`config.mk`:
```
export PLATFORM = sky130hd
export DESIGN_NAME = octal_dac_regbank
export DESIGN_NICKNAME = d
export VERILOG_FILES = /design/src/rtl/dacfe_pkg.sv /design/src/rtl/dacfe_sync.sv /design/src/rtl/dacfe_wrport.sv /design/src/rtl/dacfe_bank.sv /design/src/rtl/octal_dac_regbank.sv
export SDC_FILE = /design/constraint.sdc
export NUM_CORES = 1
export LEC_CHECK = 0
export ABC_AREA = 1
export BUFFER_PORTS_ARGS = -buffer_cell sky130_fd_sc_hd__buf_2
export CELL_PAD_IN_SITES_DETAIL_PLACEMENT = 1
export CELL_PAD_IN_SITES_GLOBAL_PLACEMENT = 1
export CORE_MARGIN = 4
export CORE_UTILIZATION = 44
export CTS_BUF_LIST = sky130_fd_sc_hd__clkbuf_16
export DETAILED_ROUTE_END_ITERATION = 7
export PLACE_DENSITY = 0.83
export SLEW_MARGIN = 10
export SYNTH_ARGS = -nofsm -noshare
export SYNTH_HDL_FRONTEND = slang
export SYNTH_SLANG_ARGS = --single-unit
```
`constraint.sdc`:
```
create_clock -name clk -period 2 [get_ports clk]
set_clock_uncertainty 0.05 [all_clocks]
set_input_delay 0.3 -clock clk [delete_from_list [all_inputs] [get_ports clk]]
set_output_delay 0.3 -clock clk [all_outputs]
set_load 0.05 [all_outputs]
```
`src/rtl/dacfe_pkg.sv`:
```
package dacfe_pkg;

  localparam int DEF_CHANNELS = 8;
  localparam int DEF_DATA_W   = 14;
  localparam int DEF_SYNC     = 2;

  // combined strobe: active when both active-low inputs are low
  function automatic logic both_low(input logic a_n, input logic b_n);
    return ~a_n & ~b_n;
  endfunction

  // end of an active-high level seen across two consecutive samples
  function automatic logic level_ended(input logic older, input logic newer);
    return older & ~newer;
  endfunction

endpackage

```
`src/rtl/dacfe_sync.sv`:
```
module dacfe_sync #(
  parameter int W      = 1,
  parameter int STAGES = 2
) (
  input  logic         clk,
  input  logic         rst_n,
  input  logic [W-1:0] d,
  output logic [W-1:0] q
);

  logic [W-1:0] chain [STAGES];

  always_ff @(posedge clk or negedge rst_n) begin
    if (!rst_n) begin
      for (int s = 0; s < STAGES; s++) chain[s] <= '0;
    end else begin
      chain[0] <= d;
      for (int s = 1; s < STAGES; s++) chain[s] <= chain[s-1];
    end
  end

  assign q = chain[STAGES-1];

endmodule

```
`src/rtl/dacfe_wrport.sv`:
```
module dacfe_wrport
  import dacfe_pkg::*;
#(
  parameter int CHANNELS = DEF_CHANNELS,
  parameter int DATA_W   = DEF_DATA_W,
  parameter int SYNC     = DEF_SYNC,
  localparam int ADDR_W  = $clog2(CHANNELS),
  localparam int BUS_W   = ADDR_W + DATA_W
) (
  input  logic              clk,
  input  logic              rst_n,
  input  logic [ADDR_W-1:0] chan_sel,
  input  logic              cs_n,
  input  logic              wr_n,
  input  logic [DATA_W-1:0] wr_code,
  output logic              wr_pulse,
  output logic [ADDR_W-1:0] wr_addr,
  output logic [DATA_W-1:0] wr_data
);

  logic act_raw, act_s, act_d;
  logic [BUS_W-1:0] bus_raw, bus_d;

  assign act_raw = both_low(cs_n, wr_n);

  dacfe_sync #(.W(1), .STAGES(SYNC)) act_sync_i (
    .clk(clk), .rst_n(rst_n), .d(act_raw), .q(act_s)
  );

  // one more flop so the previous synchronised level is available
  always_ff @(posedge clk or negedge rst_n) begin
    if (!rst_n) act_d <= 1'b0;
    else        act_d <= act_s;
  end

  // address/data delayed by SYNC+1 so they line up with act_d,
  // i.e. the last sample taken while the strobes were still active
  assign bus_raw = {chan_sel, wr_code};

  dacfe_sync #(.W(BUS_W), .STAGES(SYNC + 1)) bus_pipe_i (
    .clk(clk), .rst_n(rst_n), .d(bus_raw), .q(bus_d)
  );

  assign wr_pulse = level_ended(act_d, act_s);
  assign wr_addr  = bus_d[BUS_W-1 -: ADDR_W];
  assign wr_data  = bus_d[DATA_W-1:0];


  wr_pulse_single_chk: assert property (@(posedge clk) disable iff (!rst_n)
    wr_pulse |=> !wr_pulse);


  wr_pulse_after_active_chk: assert property (@(posedge clk) disable iff (!rst_n)
    wr_pulse |-> $past(act_s));

endmodule

```
`src/rtl/dacfe_bank.sv`:
```
module dacfe_bank
  import dacfe_pkg::*;
#(
  parameter int CHANNELS = DEF_CHANNELS,
  parameter int DATA_W   = DEF_DATA_W,
  localparam int ADDR_W  = $clog2(CHANNELS),
  localparam int FLAT_W  = CHANNELS * DATA_W
) (
  input  logic              clk,
  input  logic              rst_n,
  input  logic              wr_pulse,
  input  logic [ADDR_W-1:0] wr_addr,
  input  logic [DATA_W-1:0] wr_data,
  input  logic              load_act,
  output logic [FLAT_W-1:0] dac_flat
);

  function automatic logic [CHANNELS-1:0] chan_onehot(input logic en,
                                                      input logic [ADDR_W-1:0] a);
    logic [CHANNELS-1:0] v;
    v = '0;
    for (int c = 0; c < CHANNELS; c++) v[c] = en && (a == ADDR_W'(c));
    return v;
  endfunction

  logic [CHANNELS-1:0] wr_sel;
  logic [DATA_W-1:0]   stage_q [CHANNELS];
  logic [DATA_W-1:0]   stage_nx[CHANNELS];
  logic [DATA_W-1:0]   dac_q   [CHANNELS];

  assign wr_sel = chan_onehot(wr_pulse, wr_addr);


  wr_sel_onehot_chk: assert property (@(posedge clk) disable iff (!rst_n)
    $onehot0(wr_sel));

  for (genvar i = 0; i < CHANNELS; i++) begin : g_chan
    // staging value including a write landing this cycle
    assign stage_nx[i] = wr_sel[i] ? wr_data : stage_q[i];

    always_ff @(posedge clk or negedge rst_n) begin
      if (!rst_n) begin
        stage_q[i] <= '0;
        dac_q[i]   <= '0;
      end else begin
        stage_q[i] <= stage_nx[i];
        if (load_act) dac_q[i] <= stage_nx[i];
      end
    end

    assign dac_flat[i*DATA_W +: DATA_W] = dac_q[i];


    load_copy_chk: assert property (@(posedge clk) disable iff (!rst_n)
      (load_act && !(wr_pulse && wr_addr == ADDR_W'(i))) |=> dac_q[i] == $past(stage_q[i]));


    load_hold_chk: assert property (@(posedge clk) disable iff (!rst_n)
      !load_act |=> $stable(dac_q[i]));


    same_cycle_chk: assert property (@(posedge clk) disable iff (!rst_n)
      (wr_pulse && load_act && wr_addr == ADDR_W'(i)) |=> dac_q[i] == $past(wr_data));


    other_chan_chk: assert property (@(posedge clk) disable iff (!rst_n)
      (wr_pulse && wr_addr != ADDR_W'(i)) |=> $stable(stage_q[i]));
  end

endmodule

```
`src/rtl/octal_dac_regbank.sv`:
```
module octal_dac_regbank
  import dacfe_pkg::*;
#(
  parameter int CHANNELS = DEF_CHANNELS,
  parameter int DATA_W   = DEF_DATA_W,
  parameter int SYNC     = DEF_SYNC,
  localparam int ADDR_W  = $clog2(CHANNELS),
  localparam int FLAT_W  = CHANNELS * DATA_W
) (
  input  logic              clk,
  input  logic              rst_n,
  input  logic [ADDR_W-1:0] chan_sel,
  input  logic              cs_n,
  input  logic              wr_n,
  input  logic [DATA_W-1:0] wr_code,
  input  logic              load_n,
  input  logic              clr_n,
  output logic [FLAT_W-1:0] chan_words,
  output logic              clr_active
);

  function automatic logic [DATA_W-1:0] park_word(input logic [DATA_W-1:0] w,
                                                  input logic clr_lvl);
    return clr_lvl ? '0 : w;
  endfunction

  logic              wr_pulse;
  logic [ADDR_W-1:0] wr_addr;
  logic [DATA_W-1:0] wr_data;
  logic              load_act;
  logic [FLAT_W-1:0] dac_flat;

  dacfe_wrport #(.CHANNELS(CHANNELS), .DATA_W(DATA_W), .SYNC(SYNC)) wrport_i (
    .clk(clk), .rst_n(rst_n), .chan_sel(chan_sel), .cs_n(cs_n), .wr_n(wr_n),
    .wr_code(wr_code), .wr_pulse(wr_pulse), .wr_addr(wr_addr), .wr_data(wr_data)
  );

  dacfe_sync #(.W(1), .STAGES(SYNC)) load_sync_i (
    .clk(clk), .rst_n(rst_n), .d(~load_n), .q(load_act)
  );

  dacfe_bank #(.CHANNELS(CHANNELS), .DATA_W(DATA_W)) bank_i (
    .clk(clk), .rst_n(rst_n), .wr_pulse(wr_pulse), .wr_addr(wr_addr),
    .wr_data(wr_data), .load_act(load_act), .dac_flat(dac_flat)
  );

  // clear acts on the raw pin: no clock needed to park the outputs
  assign clr_active = ~clr_n;

  for (genvar i = 0; i < CHANNELS; i++) begin : g_out
    assign chan_words[i*DATA_W +: DATA_W] =
      park_word(dac_flat[i*DATA_W +: DATA_W], clr_active);
  end


  clear_parks_chk: assert property (@(posedge clk) disable iff (!rst_n)
    !clr_n |-> (chan_words == '0) && clr_active);


  clear_release_chk: assert property (@(posedge clk) disable iff (!rst_n)
    (clr_n && !load_act && $past(!load_act)) |-> $stable(dac_flat));

endmodule

```
==> parameters.txt <==
Parameter                              Value

Outcome
  Run status    complete, no violations

Layout
  Footprint of the multi-input gates    0.00367 mm^2
  Final cell area excluding filler cells    0.0140 mm^2
  Synthesis-to-finish area growth    19.2%
  Layout net count    1,539
  Register area    0.00701 mm^2
  Number of diodes added for antenna fixing    0
  Layout cells sized above 1    13.8%
  Filler Cells Inserted    3,107

Critical path
  Worst Setup Start Kind    register
  Endpoint required time on the critical path    2.44 ns
  Kind of end point of the critical path    register
  Top fanout value on the critical path    14
  Setup CP Type    reg -> reg
  Arrival time of data at the critical path endpoint    2.32 ns

Drt
  Number of vias in the routed layout    9,200
  Post-route DRC    0
  Number of detailed-routing iterations run before antenna repair    4
  Routed WL per cell    17.4 um
  Vias per Instance    4.91
  Antenna-violating nets left    0
  Final wirelength    32.6 mm
  Initial drt markers    710

Hold path
  Path type of the worst min-delay path    in -> async

Synthesis
  Synth Instances    1,369
  Synthesized area per cell    8.58 um^2
  Synth Register Bits    280
  Number of nets in the synthesized netlist    1,392
  Post-synth design cell area    0.0117 mm^2
  Yosys warning count    0
  Sequential share of the synthesized area    59.6%
  Unique masters post-synth    12

Timing
  Maximum clock rate    0.530 GHz
  Min setup slack post-route    0.112 ns
  Worst slew margin relative to its limit    52.1%
  Fraction of the cycle the final worst path needs    94.4%
  Final min period    1.89 ns
  Setup violations, final    0
  Setup repair after global routing missed its margin    yes
  Max-slew violation count    0
  Tightest Pin Transition    0.718 ns
  Count of endpoints failing hold in the final timing report    0
  Setup TNS    0 ns

Global routing
  GR Overflow Total    0
  Highest-utilization routing layer at the global route stage    met2
  Vias in the first global route    10,138
  Met3 routing resource usage after global routing    2.87%
  Antenna violations before repair    0
  Maximum number of pins on one net before global-route repair    113
  Overall global routing resource usage    22.7%
  Met1 routing resource usage after global routing    30.4%
  Wire length of the first global-routing pass    53.4 mm
  Met2 global-route usage    39.6%

Floorplanning
  Starting utilization of the core area    45.0%
  Die extent in y    171 um
  Core area    0.0261 mm^2
  Die X-Extent    171 um
  I/O pin total    136
  Die area    0.0294 mm^2
  Row Count    59

Power
  Power Total    16,100 uW
  Max rail drop VDD    0.987 mV
  Leakage power of the design    0.00807 uW
  Power density normalized to cell area    1150 mW/mm^2

Placement
  Half-perimeter wire length after detailed placement    20.3 mm
  Buffers on Ports    135
  Final weighted congestion in routability-driven placement    0.768
  Cell area after placement    0.0129 mm^2
  Worst slack after detailed placement    0.0120 ns

Clock network
  Number of setup buffers added after CTS    0
  Later-pin clock latency in the skew report    0.55 ns
  H-tree lvl count    1
  Max clock buf depth    3
  Clock edge transition at the registers on the reported setup and hold paths    0.06 ns
  TritonCTS clock tree    done
  Inserted Clock Buffers    29
  TritonCTS sink count    280
  CTS root buffer    sky130_fd_sc_hd__clkbuf_16

Flow run
  Max Cap Viol    0
[flip-flops by register name, summed over array words and instances (netlist names)]
| signal | flops |
|---|---|
| wrport_i.act_sync_i.chain | 1 |
| wrport_i.bus_pipe_i.chain | 34 |
| wrport_i.act_sync_i.q | 1 |
| bank_i.dac_flat | 112 |
| wrport_i.bus_pipe_i.q | 17 |
| wrport_i.act_d | 1 |
| load_sync_i.chain | 1 |
| bank_i.stage_q | 112 |
| load_sync_i.q | 1 |
[synthesized netlist by cell type]
cell | number | area share, %
sky130_fd_sc_hd__nand2_1 | 483 | 15
sky130_fd_sc_hd__dfrtp_1 | 280 | 60
sky130_fd_sc_hd__inv_1 | 218 | 7.0
sky130_fd_sc_hd__nand3_1 | 171 | 7.3
sky130_fd_sc_hd__and2_1 | 112 | 6.0
sky130_fd_sc_hd__clkbuf_1 | 36 | 1.2
sky130_fd_sc_hd__o21bai_1 | 28 | 1.8
sky130_fd_sc_hd__buf_2 | 20 | 0.85
sky130_fd_sc_hd__buf_1 | 7 | 0.22
sky130_fd_sc_hd__nor2_2 | 7 | 0.37
sky130_fd_sc_hd__nor2_1 | 5 | 0.16
sky130_fd_sc_hd__nand3_2 | 2 | 0.17
[kinds of logic (layout without fill, tap and decap cells)]
| group | Yosys count | in the layout | synth area share [%] |
|---|---|---|---|
| compound gates | 28 | 28 | 1.79 |
| buf+inv | 281 | 450 | 9.19 |
| flops | 280 | 280 | 59.6 |
| simple gates | 780 | 780 | 29.4 |
[power breakdown]
group	internal [uW]	switching (uW)	leakage, uW
clock	2880	2230	0.000464
sequential	6770	519	0.00333
combinational	1140	2530	0.00427
total	10800	5290	0.00807
[what timing repair did]
item	in CTS	in global routing
hold buffers	21	0
resized for setup	2	0
gates cloned	0	0
endpoints found under the hold margin	75	0
endpoints found under the setup margin	1	30
pin swaps	0	0
[stage by stage]
stage          hold slack, ns  cells  utilization (%)
6_report                0.254   1873             53.6
5_1_grt                 0.289   1873             53.6
4_1_cts                 0.270   1873             53.6
3_5_place_dp            0.242   1799             49.4
3_3_place_gp            0.243   1799             49.4
2_1_floorplan         -0.0456   1369                -
[final cells by class]
type | instances | share of cell area, %
clock buffers | 29 | 5.18
flip-flops and latches | 280 | 50.0
inverters | 218 | 5.85
clock inverters | 24 | 1.16
multi-input cells | 808 | 26.2
well taps | 335 | 2.99
repair buffers | 179 | 8.54
[worst max-delay path, cell delays in order (launching register included)]
cell and delay, ns:
sky130_fd_sc_hd__dfrtp_1 0.39, sky130_fd_sc_hd__inv_1 0.06, sky130_fd_sc_hd__nor2_1 0.42, sky130_fd_sc_hd__nand2_1 0.47, sky130_fd_sc_hd__nand2_1 0.24, sky130_fd_sc_hd__nand3_1 0.12, sky130_fd_sc_hd__nand2_1 0.09
[layout by cell type, fill, tap and decap left out]
master                          Yosys  layout
sky130_fd_sc_hd__buf_12             0      10
sky130_fd_sc_hd__nor2_1             5       4
sky130_fd_sc_hd__nand3_2            2       4
sky130_fd_sc_hd__dlygate4sd3_1      0      21
sky130_fd_sc_hd__inv_1            218     222
sky130_fd_sc_hd__and2_1           112     112
sky130_fd_sc_hd__buf_8              0       1
sky130_fd_sc_hd__nand3_1          171     169
sky130_fd_sc_hd__buf_2             20     133
sky130_fd_sc_hd__clkinv_2           0       9
sky130_fd_sc_hd__clkbuf_16          0      29
sky130_fd_sc_hd__inv_6              0       2
sky130_fd_sc_hd__clkinv_1           0       7
sky130_fd_sc_hd__buf_4              0      14
sky130_fd_sc_hd__dfrtp_1          280     279
sky130_fd_sc_hd__dfrtp_4            0       1
sky130_fd_sc_hd__nand2_1          483     483
sky130_fd_sc_hd__bufinv_16          0       2
sky130_fd_sc_hd__nor2_2             7       8
sky130_fd_sc_hd__o21bai_1          28      28
[path summary, 6_finish.rpt]
kind / startpoint / to / slack, ns / depth (start not counted)
max in group asynchronous: rst_n / bank_i.stage_q[61]$_DFF_PN0_ / 0.96 / 3
hold reg to reg: wrport_i.bus_pipe_i.chain[42]$_DFF_PN0_ / wrport_i.bus_pipe_i.chain[25]$_DFF_PN0_ / 0.30 / 0
hold / removal: rst_n / bank_i.stage_q[31]$_DFF_PN0_ / 0.25 / 2
min in group clk: wrport_i.bus_pipe_i.chain[42]$_DFF_PN0_ / wrport_i.bus_pipe_i.chain[25]$_DFF_PN0_ / 0.30 / 0
setup / recovery: wrport_i.act_d$_DFF_PN0_ / bank_i.dac_flat[101]$_DFFE_PN0P_ / 0.11 / 6
setup reg to reg: wrport_i.act_d$_DFF_PN0_ / bank_i.dac_flat[101]$_DFFE_PN0P_ / 0.11 / 6
[routing by layer]
layer	up-vias	part of all wire [%]
li1	4371	-
met1	4588	44
met2	199	50
met3	42	4.6
met4	0	2.1
met5	-	0
No activity file was read; power rests on OpenSTA's default activity.
